[config.mk]
export PLATFORM = sky130hd
export DESIGN_NAME = tmr_bank
export DESIGN_NICKNAME = d
export VERILOG_FILES = /design/src/rtl/tmr_pkg.sv /design/src/rtl/tmr_regctl.sv /design/src/rtl/tmr_channel.sv /design/src/rtl/tmr_datapath.sv /design/src/rtl/tmr_bank.sv
export SDC_FILE = /design/constraint.sdc
export NUM_CORES = 1
export LEC_CHECK = 0
export ABC_AREA = 1
export BUFFER_PORTS_ARGS = -buffer_cell sky130_fd_sc_hd__buf_2
export CAP_MARGIN = 15
export CORE_ASPECT_RATIO = 0.75
export CORE_MARGIN = 10
export CORE_UTILIZATION = 55
export CTS_BUF_LIST = sky130_fd_sc_hd__clkbuf_8
export DETAILED_ROUTE_END_ITERATION = 8
export GPL_ROUTABILITY_DRIVEN = 1
export GPL_TIMING_DRIVEN = 1
export PLACE_DENSITY = 0.71
export SETUP_SLACK_MARGIN = 0.5
export SYNTH_ARGS = -nofsm -noshare
export SYNTH_HDL_FRONTEND = slang
export SYNTH_SLANG_ARGS = --single-unit
[constraint.sdc]
create_clock -name clk -period 2.5 [get_ports clk]
set_input_delay 0.25 -clock clk [delete_from_list [all_inputs] [get_ports clk]]
set_output_delay 0.25 -clock clk [all_outputs]
set_load 0.01 [all_outputs]
[src/rtl/tmr_pkg.sv]
`timescale 1ns/1ps
package tmr_pkg;
  // source select bit positions inside a channel control word
  localparam int SRC_N      = 3;
  localparam int SRC_PERIPH = 0;
  localparam int SRC_RTC    = 1;
  localparam int SRC_EXT    = 2;
  // prescale field width and control width
  localparam int PRE_FW = 3;
  localparam int CTRL_W = SRC_N + PRE_FW;

  // global word addresses
  localparam int REG_ENA       = 0;
  localparam int REG_ENA_SET   = 1;
  localparam int REG_ENA_CLR   = 2;
  localparam int REG_STOP      = 3;
  localparam int REG_STOP_SET  = 4;
  localparam int REG_STOP_CLR  = 5;
  // per-channel window
  localparam int CH_BASE   = 8;
  localparam int CH_STRIDE = 4;
  localparam logic [1:0] FLD_CTRL = 2'd0;
  localparam logic [1:0] FLD_CMP  = 2'd1;
  localparam logic [1:0] FLD_CNT  = 2'd2;

  // write strobes from the register control to one channel datapath
  typedef struct packed {
    logic ctrlWr;
    logic cmpWr;
    logic cntWr;
  } chStrobe_t;
endpackage

[src/rtl/tmr_regctl.sv]
`timescale 1ns/1ps
module tmr_regctl import tmr_pkg::*; #(
  parameter int NUM_CH = 8,
  parameter int CNT_W  = 16,
  parameter int ADDR_W = 6
) (
  input  logic                              clk,
  input  logic                              rstN,
  input  logic                              wrEn,
  input  logic [ADDR_W-1:0]                 addr,
  input  logic [NUM_CH-1:0]                 maskData,
  input  logic [NUM_CH-1:0][CTRL_W-1:0]     chCtrl,
  input  logic [NUM_CH-1:0][CNT_W-1:0]      chCmp,
  input  logic [NUM_CH-1:0][CNT_W-1:0]      chCnt,
  output chStrobe_t [NUM_CH-1:0]            strobe,
  output logic [NUM_CH-1:0]                 enMask,
  output logic [NUM_CH-1:0]                 stopMask,
  output logic [CNT_W-1:0]                  rdData
);
  localparam int IDX_W = (NUM_CH > 1) ? $clog2(NUM_CH) : 1;
  localparam int SEL_W = ADDR_W - 2;
  localparam logic [ADDR_W-1:0] A_ENA      = ADDR_W'(REG_ENA);
  localparam logic [ADDR_W-1:0] A_ENA_SET  = ADDR_W'(REG_ENA_SET);
  localparam logic [ADDR_W-1:0] A_ENA_CLR  = ADDR_W'(REG_ENA_CLR);
  localparam logic [ADDR_W-1:0] A_STOP     = ADDR_W'(REG_STOP);
  localparam logic [ADDR_W-1:0] A_STOP_SET = ADDR_W'(REG_STOP_SET);
  localparam logic [ADDR_W-1:0] A_STOP_CLR = ADDR_W'(REG_STOP_CLR);
  localparam logic [ADDR_W-1:0] A_CH_BASE  = ADDR_W'(CH_BASE);

  logic [ADDR_W-1:0] chOff;
  logic [SEL_W-1:0]  chSel;
  logic [IDX_W-1:0]  chIdx;
  logic [1:0]        fld;
  logic              inChSpace;

  assign chOff     = addr - A_CH_BASE;
  assign chSel     = chOff[ADDR_W-1:2];
  assign chIdx     = chSel[IDX_W-1:0];
  assign fld       = chOff[1:0];
  assign inChSpace = (addr >= A_CH_BASE) && (chSel < SEL_W'(NUM_CH));

  // write strobes, control word gated by the channel's stop bit
  for (genvar c = 0; c < NUM_CH; c++) begin : g_str
    logic hit;
    assign hit = wrEn && inChSpace && (chSel == SEL_W'(c));
    assign strobe[c].ctrlWr = hit && (fld == FLD_CTRL) && !stopMask[c];
    assign strobe[c].cmpWr  = hit && (fld == FLD_CMP);
    assign strobe[c].cntWr  = hit && (fld == FLD_CNT);
  end

  // atomic set/clear registers for enable and stop
  always_ff @(posedge clk or negedge rstN) begin
    if (!rstN) begin
      enMask   <= '0;
      stopMask <= '1;
    end else if (wrEn) begin
      case (addr)
        A_ENA_SET:  enMask   <= enMask | maskData;
        A_ENA_CLR:  enMask   <= enMask & ~maskData;
        A_STOP_SET: stopMask <= stopMask | maskData;
        A_STOP_CLR: stopMask <= stopMask & ~maskData;
        default: ;
      endcase
    end
  end

  always_comb begin
    rdData = '0;
    if (addr == A_ENA)       rdData = CNT_W'(enMask);
    else if (addr == A_STOP) rdData = CNT_W'(stopMask);
    else if (inChSpace) begin
      case (fld)
        FLD_CTRL: rdData = CNT_W'(chCtrl[chIdx]);
        FLD_CMP:  rdData = chCmp[chIdx];
        FLD_CNT:  rdData = chCnt[chIdx];
        default:  rdData = '0;
      endcase
    end
  end

  // set and clear act only on the written one bits
  a_r2_ena_set: assert property (@(posedge clk) disable iff (!rstN)
    (wrEn && addr == A_ENA_SET) |=> ((enMask & $past(maskData)) == $past(maskData)));
  a_r2_ena_clr: assert property (@(posedge clk) disable iff (!rstN)
    (wrEn && addr == A_ENA_CLR) |=> ((enMask & $past(maskData)) == '0));
  a_r2_ena_keep: assert property (@(posedge clk) disable iff (!rstN)
    !(wrEn && (addr == A_ENA_SET || addr == A_ENA_CLR)) |=> $stable(enMask));
  // same for stop
  a_r3_stop_set: assert property (@(posedge clk) disable iff (!rstN)
    (wrEn && addr == A_STOP_SET) |=> ((stopMask & $past(maskData)) == $past(maskData)));
  a_r3_stop_clr: assert property (@(posedge clk) disable iff (!rstN)
    (wrEn && addr == A_STOP_CLR) |=> ((stopMask & $past(maskData)) == '0));
endmodule

[src/rtl/tmr_channel.sv]
`timescale 1ns/1ps
module tmr_channel import tmr_pkg::*; #(
  parameter int CNT_W   = 16,
  parameter int MAX_PRE = 5
) (
  input  logic               clk,
  input  logic               rstN,
  input  chStrobe_t          strobe,
  input  logic [CNT_W-1:0]   wrData,
  input  logic               chEn,
  input  logic               chStop,
  input  logic [SRC_N-1:0]   srcEn,
  output logic [CTRL_W-1:0]  ctrl,
  output logic [CNT_W-1:0]   cmp,
  output logic [CNT_W-1:0]   cnt,
  output logic               flag
);
  localparam int PRE_W = 2 * MAX_PRE;

  logic [CTRL_W-1:0] ctrlReg;
  logic [CNT_W-1:0]  cmpReg, cntReg;
  logic [PRE_W-1:0]  preCnt, preMask;
  logic [SRC_N-1:0]  srcSel;
  logic [PRE_FW-1:0] preSel, effPre;
  logic              run, srcHit, preTerm, tick, match;

  assign srcSel  = ctrlReg[SRC_N-1:0];
  assign preSel  = ctrlReg[CTRL_W-1:SRC_N];
  assign effPre  = (preSel > PRE_FW'(MAX_PRE)) ? PRE_FW'(MAX_PRE) : preSel;
  assign preMask = ~({PRE_W{1'b1}} << {effPre, 1'b0});
  assign run     = chEn && !chStop;
  assign srcHit  = |(srcSel & srcEn);
  assign preTerm = (preCnt == preMask);
  assign tick    = run && srcHit && preTerm;
  assign match   = (cntReg == cmpReg);

  always_ff @(posedge clk or negedge rstN) begin
    if (!rstN) begin
      ctrlReg <= '0;
      cmpReg  <= '1;
    end else begin
      if (strobe.ctrlWr) ctrlReg <= wrData[CTRL_W-1:0];
      if (strobe.cmpWr)  cmpReg  <= wrData;
    end
  end

  // prescaler restarts whenever the channel is disabled or reconfigured
  always_ff @(posedge clk or negedge rstN) begin
    if (!rstN)                        preCnt <= '0;
    else if (!chEn || strobe.ctrlWr)  preCnt <= '0;
    else if (run && srcHit)           preCnt <= preTerm ? '0 : preCnt + PRE_W'(1);
  end

  always_ff @(posedge clk or negedge rstN) begin
    if (!rstN) begin
      cntReg <= '0;
      flag   <= 1'b0;
    end else begin
      flag <= tick && match && !strobe.cntWr;
      if (strobe.cntWr)  cntReg <= wrData;
      else if (tick)     cntReg <= match ? '0 : cntReg + CNT_W'(1);
    end
  end

  assign ctrl = ctrlReg;
  assign cmp  = cmpReg;
  assign cnt  = cntReg;

  // control word frozen while the clock is stopped
  a_r4_ctrl_locked: assert property (@(posedge clk) disable iff (!rstN)
    $past(chStop) |-> $stable(ctrlReg));
  // no counting while disabled or stopped
  a_r7_hold: assert property (@(posedge clk) disable iff (!rstN)
    ((!$past(chEn) || $past(chStop)) && !$past(strobe.cntWr)) |-> $stable(cntReg));
  a_r7_flag_run: assert property (@(posedge clk) disable iff (!rstN)
    flag |-> $past(chEn && !chStop));
  // a flag needs a selected source pulse
  a_r5_flag_src: assert property (@(posedge clk) disable iff (!rstN)
    flag |-> $past(|(srcEn & srcSel)));
  // flag follows a compare match and leaves the counter at zero
  a_r9_flag_match: assert property (@(posedge clk) disable iff (!rstN)
    flag |-> ($past(cntReg) == $past(cmpReg)));
  a_r9_flag_zero: assert property (@(posedge clk) disable iff (!rstN)
    flag |-> (cntReg == '0));
endmodule

[src/rtl/tmr_datapath.sv]
`timescale 1ns/1ps
module tmr_datapath import tmr_pkg::*; #(
  parameter int NUM_CH  = 8,
  parameter int CNT_W   = 16,
  parameter int MAX_PRE = 5
) (
  input  logic                           clk,
  input  logic                           rstN,
  input  chStrobe_t [NUM_CH-1:0]         strobe,
  input  logic [CNT_W-1:0]               wrData,
  input  logic [NUM_CH-1:0]              enMask,
  input  logic [NUM_CH-1:0]              stopMask,
  input  logic [SRC_N-1:0]               srcEn,
  output logic [NUM_CH-1:0][CTRL_W-1:0]  chCtrl,
  output logic [NUM_CH-1:0][CNT_W-1:0]   chCmp,
  output logic [NUM_CH-1:0][CNT_W-1:0]   chCnt,
  output logic [NUM_CH-1:0]              chFlag
);
  for (genvar c = 0; c < NUM_CH; c++) begin : g_ch
    tmr_channel #(.CNT_W(CNT_W), .MAX_PRE(MAX_PRE)) u_ch (
      .clk    (clk),
      .rstN   (rstN),
      .strobe (strobe[c]),
      .wrData (wrData),
      .chEn   (enMask[c]),
      .chStop (stopMask[c]),
      .srcEn  (srcEn),
      .ctrl   (chCtrl[c]),
      .cmp    (chCmp[c]),
      .cnt    (chCnt[c]),
      .flag   (chFlag[c])
    );
  end
endmodule

[src/rtl/tmr_bank.sv]
`timescale 1ns/1ps
module tmr_bank import tmr_pkg::*; #(
  parameter int NUM_CH  = 8,
  parameter int CNT_W   = 16,
  parameter int ADDR_W  = 6,
  parameter int MAX_PRE = 5
) (
  input  logic               clk,
  input  logic               rstN,
  input  logic               wrEn,
  input  logic [ADDR_W-1:0]  addr,
  input  logic [CNT_W-1:0]   wrData,
  output logic [CNT_W-1:0]   rdData,
  input  logic               srcPeriph,
  input  logic               srcRtc,
  input  logic               srcExt,
  output logic [NUM_CH-1:0]  chFlag
);
  chStrobe_t [NUM_CH-1:0]           strobe;
  logic [NUM_CH-1:0]                enMask, stopMask;
  logic [NUM_CH-1:0][CTRL_W-1:0]    chCtrl;
  logic [NUM_CH-1:0][CNT_W-1:0]     chCmp, chCnt;
  logic [SRC_N-1:0]                 srcEn;

  always_comb begin
    srcEn             = '0;
    srcEn[SRC_PERIPH] = srcPeriph;
    srcEn[SRC_RTC]    = srcRtc;
    srcEn[SRC_EXT]    = srcExt;
  end

  tmr_regctl #(.NUM_CH(NUM_CH), .CNT_W(CNT_W), .ADDR_W(ADDR_W)) u_ctl (
    .clk      (clk),
    .rstN     (rstN),
    .wrEn     (wrEn),
    .addr     (addr),
    .maskData (wrData[NUM_CH-1:0]),
    .chCtrl   (chCtrl),
    .chCmp    (chCmp),
    .chCnt    (chCnt),
    .strobe   (strobe),
    .enMask   (enMask),
    .stopMask (stopMask),
    .rdData   (rdData)
  );

  tmr_datapath #(.NUM_CH(NUM_CH), .CNT_W(CNT_W), .MAX_PRE(MAX_PRE)) u_dp (
    .clk      (clk),
    .rstN     (rstN),
    .strobe   (strobe),
    .wrData   (wrData),
    .enMask   (enMask),
    .stopMask (stopMask),
    .srcEn    (srcEn),
    .chCtrl   (chCtrl),
    .chCmp    (chCmp),
    .chCnt    (chCnt),
    .chFlag   (chFlag)
  );
endmodule

==> flow_summary.json, run 1 <==
{
  "drc_errors": 0,
  "nets": 4386,
  "antenna_found_initial": 2,
  "htree_levels": 3,
  "grt_pass1_vias": 25850,
  "synth.distinct_cells": 48,
  "required_ns": 2.25,
  "first_pass_iters": 6,
  "ys_seq_area_share_pct": 37.36,
  "grt_usage_pct": 31.99,
  "cts_root_buf": "clkbuf_8",
  "arrival_ns": 2.10,
  "routabilityCongestion": 1.027,
  "avgSynthCellArea_um2": 6.650,
  "synth_top_area_share_pct": 24.50,
  "numCtsBuffers": 71,
  "clock_latency_ns": 0.69,
  "synth_seq_cells": 408,
  "outcome": "finished clean",
  "yosysTopAreaCell": "dfrtp_1",
  "die_y_um": 214.6,
  "critPathKind": "reg2out",
  "final_area_um2": 32660,
  "ys.flop_type": "dfrtp_1",
  "holdWs_ns": 0.06270,
  "syn-cell-area_um2": 27780,
  "synthCells": 4178,
  "via_per_inst": 5.716,
  "area_growth_pct": 17.54,
  "clkPwrFrac_pct": 28.5,
  "setup_viol": 0,
  "drtAntennaViolNets": 0,
  "fillers": 4427,
  "skew_ns": 0.02659,
  "fin_crit_sh_pct": 94.09,
  "total_power_mw": 23.25,
  "dpl-instance-area_um2": 29360,
  "grt_use_met3_pct": 8.133,
  "fp-row-count": 71,
  "vias": 28900,
  "ys_async_sr_fraction_pct": 100.0,
  "drv_slew": 0,
  "ys.warnings.count": 0,
  "start_kind": "register",
  "slew_headroom_pct": 35.31,
  "pwr_density_cell_nw_per_um2": 712.1,
  "fin_util_pct": 65.29,
  "rsz0062_at_grt": "yes",
  "drv_cap": 0,
  "worstMarginPinSlew_ns": 0.9692,
  "met1_usage_pct": 46.54,
  "core_area_um2": 50010,
  "io_buffers": 51,
  "cp-end-kind": "output port",
  "drt-total-wl_um": 98270,
  "busiest_layer": "met1",
  "peakVddDrop_mv": 0.6311,
  "cts_tree": "done",
  "drt_iter0_markers": 3944,
  "wl_per_cell_um": 19.43,
  "num_io_pins": 52,
  "initial_core_util_pct": 55.55,
  "use_met2_pct": 44.67,
  "clockBufferDepth": 3,
  "timing.fmax_mhz": 425.1,
  "power_frac_comb_pct": 31.8,
  "p_int_mw": 14.19,
  "p_leak_nw": 16.29,
  "grt_pass1_wl_um": 151200,
  "overflow": 0,
  "path_max_fanout": 3,
  "clock-sinks": 408,
  "drive_gt1_share_pct": 19.10,
  "pwr-share-seq_pct": 39.8,
  "yosysMostFrequentCell": "nand2_1",
  "dieArea_um2": 60000,
  "switching_share_pct": 39.00,
  "fin_tns_setup_ns": 0,
  "synth_fp_nets": 4224,
  "hold_path.class": "in2reg",
  "hpwlAfterDp_um": 68360,
  "finalHoldViolations": 0,
  "fin_crit_ns": 2.352,
  "synthTopCellsByCount": "nand2_1 (1,393), nand3_1 (533), inv_1 (449)",
  "die_w_um": 279.5,
  "grt_max_degree": 62,
  "switchingPower_mw": 9.068,
  "ys_top_cells_by_area": "dfrtp_1 (24%), nand2_1 (19%), dfstp_2 (13%)",
  "synth_edf_count": 0,
  "clk_pin_slew_worst_paths_ns": 0.06
}
## cells in the final DEF, fill, tap and decap left out, types with 7 or more instances in the layout
master and instances:
nand4_1 67, buf_2 40, or2_2 7, o21ai_0 213
dfrtp_1 198, buf_4 244, ha_1 17, a21oi_1 59
nand2_2 16, dfrtp_2 74, dfstp_2 136, clkbuf_8 90
nor2_1 320, clkinv_2 11, xor2_1 171, nand3_1 505
nand3b_1 24, xnor2_1 60, nor2_2 26, a21boi_1 8
inv_2 24, nor3_1 35, nand3_2 27, a21oi_2 30
a31oi_1 8, a22oi_1 16, nor2_4 16, buf_6 17
inv_1 450, buf_12 20, nand2_1 1376
## critical path: stages (launching register included)
cell and delay (ns):
dfstp_2 0.55, inv_1 0.06, o21a_1 0.25, nand3_2 0.10, nand3_1 0.08, nand3_1 0.09
nand2_1 0.08, nand2_1 0.08, buf_6 0.11
## path summary, 6_finish.rpt
check	from	end	slack, ns	cells past startpoint
worst max-delay path	u_dp.g_ch[5].u_ch.cmp[4]	rdData[4]	0.15	8
worst min-delay path	wrData[15]	u_dp.g_ch[0].u_ch.cnt[15]	0.06	3
worst max register to register	u_dp.g_ch[6].u_ch.cnt[11]	u_dp.g_ch[6].u_ch.cnt[8]	0.53	11
worst min register to register	u_dp.g_ch[5].u_ch.cmp[5]	u_dp.g_ch[5].u_ch.cmp[5]	0.50	2
max in group asynchronous	rstN	u_dp.g_ch[5].u_ch.cmp[5]	1.50	3
min in group asynchronous	rstN	u_dp.g_ch[2].u_ch.cnt[15]	0.13	2
## timing repair
item                                    4_1_cts  5_1_grt
hold buffers                                  1        0
resized for setup                           195       89
buffers inserted                             87       31
endpoints found under the hold margin       147        0
pin swaps                                    74       49
cloned                                        1        0
endpoints found under the setup margin       57      141
## flip-flops by register name, indices dropped and copies added (netlist names), named ones only
| name | cells |
|---|---|
| u_dp.g_ch.u_ch.ctrl | 48 |
| u_dp.g_ch.u_ch.flag | 8 |
| u_dp.g_ch.u_ch.cnt | 128 |
| u_dp.g_ch.u_ch.preCnt | 80 |
| u_dp.g_ch.u_ch.cmp | 128 |
## through the flow
step	cells	setup slack [ns]
floorplan	4178	0.4642
global placement	4804	0.1384
detailed placement	4804	0.09700
CTS	5024	0.1491
global route	5055	0.08085
finish	5057	0.1477
## final cells by class
cell class	count	area, µm²	share of cell area (%)
antenna	2	5.005	0.01533
clock inverter	41	255.2	0.7816
inverter	456	1728	5.291
clock buffer	90	1239	3.793
timing repair buffer	325	2689	8.234
sequential	408	10470	32.07
multi-input combinational	3078	15450	47.30
tap	657	822.0	2.517
## per-layer routing
layer / up-vias / part of all wire (%)
met3: 296 / 13
li1: 13560 / -
met2: 1665 / 41
met5: - / 0
met1: 13390 / 43
met4: 0 / 4.0
## cells by family after synthesis
kind of cell,Yosys count,share of synthesized area (%)
flops,408,37.36
simple gates,2448,37.31
buf+inv,692,9.741
compound gates,381,7.494
xor+xnor,231,7.282
fa+ha+maj,18,0.8106
## power groups by stage
stage               Combinational, mW  Sequential (mW)  Clock, mW
floorplan                        4.55             8.49          0
global placement                 5.91             9.39          0
detailed placement               5.99             9.40          0
CTS                              6.92             9.14       6.65
global route                     8.12             9.33       6.97
finish                           7.38             9.25       6.62
Note: power is estimated with default switching activity, not from simulation.
==> inputs of run 2 (changes only) <==
Settings changed: SETUP_SLACK_MARGIN 0.5 to not set.
==> flow_summary.json, run 2 (synthesis results as in run 1) <==
{
  "outcome": "finished clean",
  "drv_cap": 0,
  "hold_path.class": "in2reg",
  "cts_tree": "done",
  "busiest_layer": "met1",
  "grt_pass1_wl_um": 149200,
  "fin_crit_ns": 2.471,
  "use_met2_pct": 44.00,
  "switchingPower_mw": 8.624,
  "crit_chain": "buf_4, inv_1, nor2_1, a21oi_1, nand4_1, o211ai_1, a21oi_1, buf_2",
  "r2r_slack_ns": 0.26,
  "die_y_um": 214.6,
  "antenna_found_initial": 0,
  "finalHoldViolations": 0,
  "power_frac_comb_pct": 28.4,
  "grt_max_degree": 65,
  "required_ns": 2.25,
  "reg2reg_to": "u_dp.g_ch[7].u_ch.cnt[8]",
  "cpPeakStageDelay_ns": 0.43,
  "final_common_cell": "nand2_1",
  "path_max_fanout": 5,
  "timing.fmax_mhz": 404.6,
  "holdPathStages": 3,
  "grt_use_met3_pct": 7.209,
  "met1_usage_pct": 46.13,
  "die_w_um": 279.5,
  "fp-row-count": 71,
  "peakVddDrop_mv": 0.5164,
  "initial_core_util_pct": 55.55,
  "clkPwrFrac_pct": 29.5,
  "dieArea_um2": 60000,
  "fin_util_pct": 62.11,
  "fin_crit_sh_pct": 98.85,
  "rsz0062_at_grt": "yes",
  "clockBufferDepth": 3,
  "drtAntennaViolNets": 0,
  "dp.cells": 4815,
  "slew_headroom_pct": 30.96,
  "clock-sinks": 408,
  "io_buffers": 51,
  "clock_latency_ns": 0.69,
  "total_power_mw": 22.17,
  "wl_per_cell_um": 19.35,
  "final_cells": 4958,
  "grt_pass1_vias": 25260,
  "pwr_density_cell_nw_per_um2": 713.7,
  "critPathSlowestCell": "dfrtp_2",
  "cts_root_buf": "clkbuf_8",
  "arrival_ns": 2.22,
  "hpwlAfterDp_um": 68900,
  "drive_gt1_share_pct": 12.67,
  "final_cell_mix": "nand2_1 (1,392), nand3_1 (530), inv_1 (470), nor2_1 (351), dfrtp_1 (258)",
  "r2r_cells": 8,
  "nets": 4290,
  "switching_share_pct": 38.90,
  "drt_iter0_markers": 3641,
  "drv_slew": 0,
  "start_kind": "register",
  "drc_errors": 0,
  "htree_levels": 3,
  "cpMostUsedCell": "a21oi_1",
  "critPathKind": "reg2out",
  "area_growth_pct": 11.81,
  "grt_usage_pct": 31.52,
  "p_leak_nw": 15.69,
  "min_from": "wrData[1]",
  "skew_ns": 0.02663,
  "core_area_um2": 50010,
  "overflow": 0,
  "p_int_mw": 13.55,
  "num_io_pins": 52,
  "r2r-start": "u_dp.g_ch[7].u_ch.cnt[2]",
  "numCtsBuffers": 72,
  "clk_pin_slew_worst_paths_ns": 0.07,
  "vias": 28170,
  "first_pass_iters": 8,
  "pwr-share-seq_pct": 42.1,
  "cp-end-kind": "output port",
  "worstMarginPinSlew_ns": 1.032,
  "routabilityCongestion": 0.9929,
  "setup_viol": 0,
  "drt-total-wl_um": 95950,
  "via_per_inst": 5.682
}
## run 2: changes by cell type in the layout (fill, tap and decap cells not counted), moves of 16 or more
cell / previous run / this run
inv_1: 450 / 470
a21oi_1: 59 / 80
nor2_2: 26 / 6
nand3_2: 27 / 7
inv_2: 24 / 8
nand3_1: 505 / 530
nor2_1: 320 / 351
a21oi_2: 30 / 13
dfrtp_2: 74 / 14
nand2_1: 1376 / 1392
buf_4: 244 / 156
dfrtp_1: 198 / 258
## run 2: metal layers
layer / vias up / wire length [µm]
met5: - / 0
met1: 13080 / 41940
li1: 13330 / -
met4: 0 / 3663
met2: 1533 / 39020
met3: 232 / 11330
## run 2: repair_timing
item	CTS	global route
setup buffers	0	10
hold endpoints to repair	75	0
hold buffers	2	0
pin swaps	4	11
gates resized for setup	10	37
cloned	0	0
setup endpoints to repair	5	12
## run 2: how the worst max path moves through the flow
stage                                  start                     endpoint  cells after the start
floorplan                            addr[3]  u_dp.g_ch[3].u_ch.preCnt[1]                     12
global placement                     addr[3]     u_dp.g_ch[7].u_ch.cnt[8]                     11
detailed placement                   addr[3]    u_dp.g_ch[7].u_ch.cnt[14]                     11
CTS                 u_dp.g_ch[1].u_ch.cnt[5]                    rdData[5]                      9
global route        u_dp.g_ch[1].u_ch.cnt[6]                    rdData[6]                      9
finish              u_dp.g_ch[4].u_ch.cnt[8]                    rdData[8]                      8
## run 2: critical path: cells and delay by family (launching register included)
kind	cells	cell delay, ns
AO/OA/AOI/OAI	3	0.46
flip-flops	1	0.43
buffers and inverters	3	0.38
AND/OR/NAND/NOR	2	0.27
## run 2: layout make-up
class	count	area (µm²)
Fill cell	4696	18950
Multi-Input combinational cell	3078	14810
Sequential cell	408	10400
Timing Repair Buffer	228	1849
Inverter	456	1714
Clock buffer	88	1211
Tap cell	657	822.0
Clock inverter	42	261.5
Antenna cell	1	2.502
## run 2: stage by stage
stage                     hold WS [ns]  setup slack [ns]  setup TNS (ns)  cell area [µm²]
after CTS                      0.02374          0.004083               0            30880
final                          0.06401           0.02867               0            31060
after detailed placement        0.2547          -0.03465        -0.09992            29370
after global placement          0.2519          -0.01047        -0.03309            29370
after global routing           0.05804          -0.02544        -0.06845            31060
after floorplan               -0.04559            0.3483               0            27780
## run 2: power by group through the flow
stage          clock network, mW  logic, mW  registers [mW]
2_1_floorplan                  0       4.52            8.49
3_3_place_gp                   0       5.97            9.31
3_5_place_dp                   0       6.06            9.31
4_1_cts                     6.60       6.10            9.23
5_1_grt                     6.89       7.06            9.41
6_report                    6.54       6.30            9.33
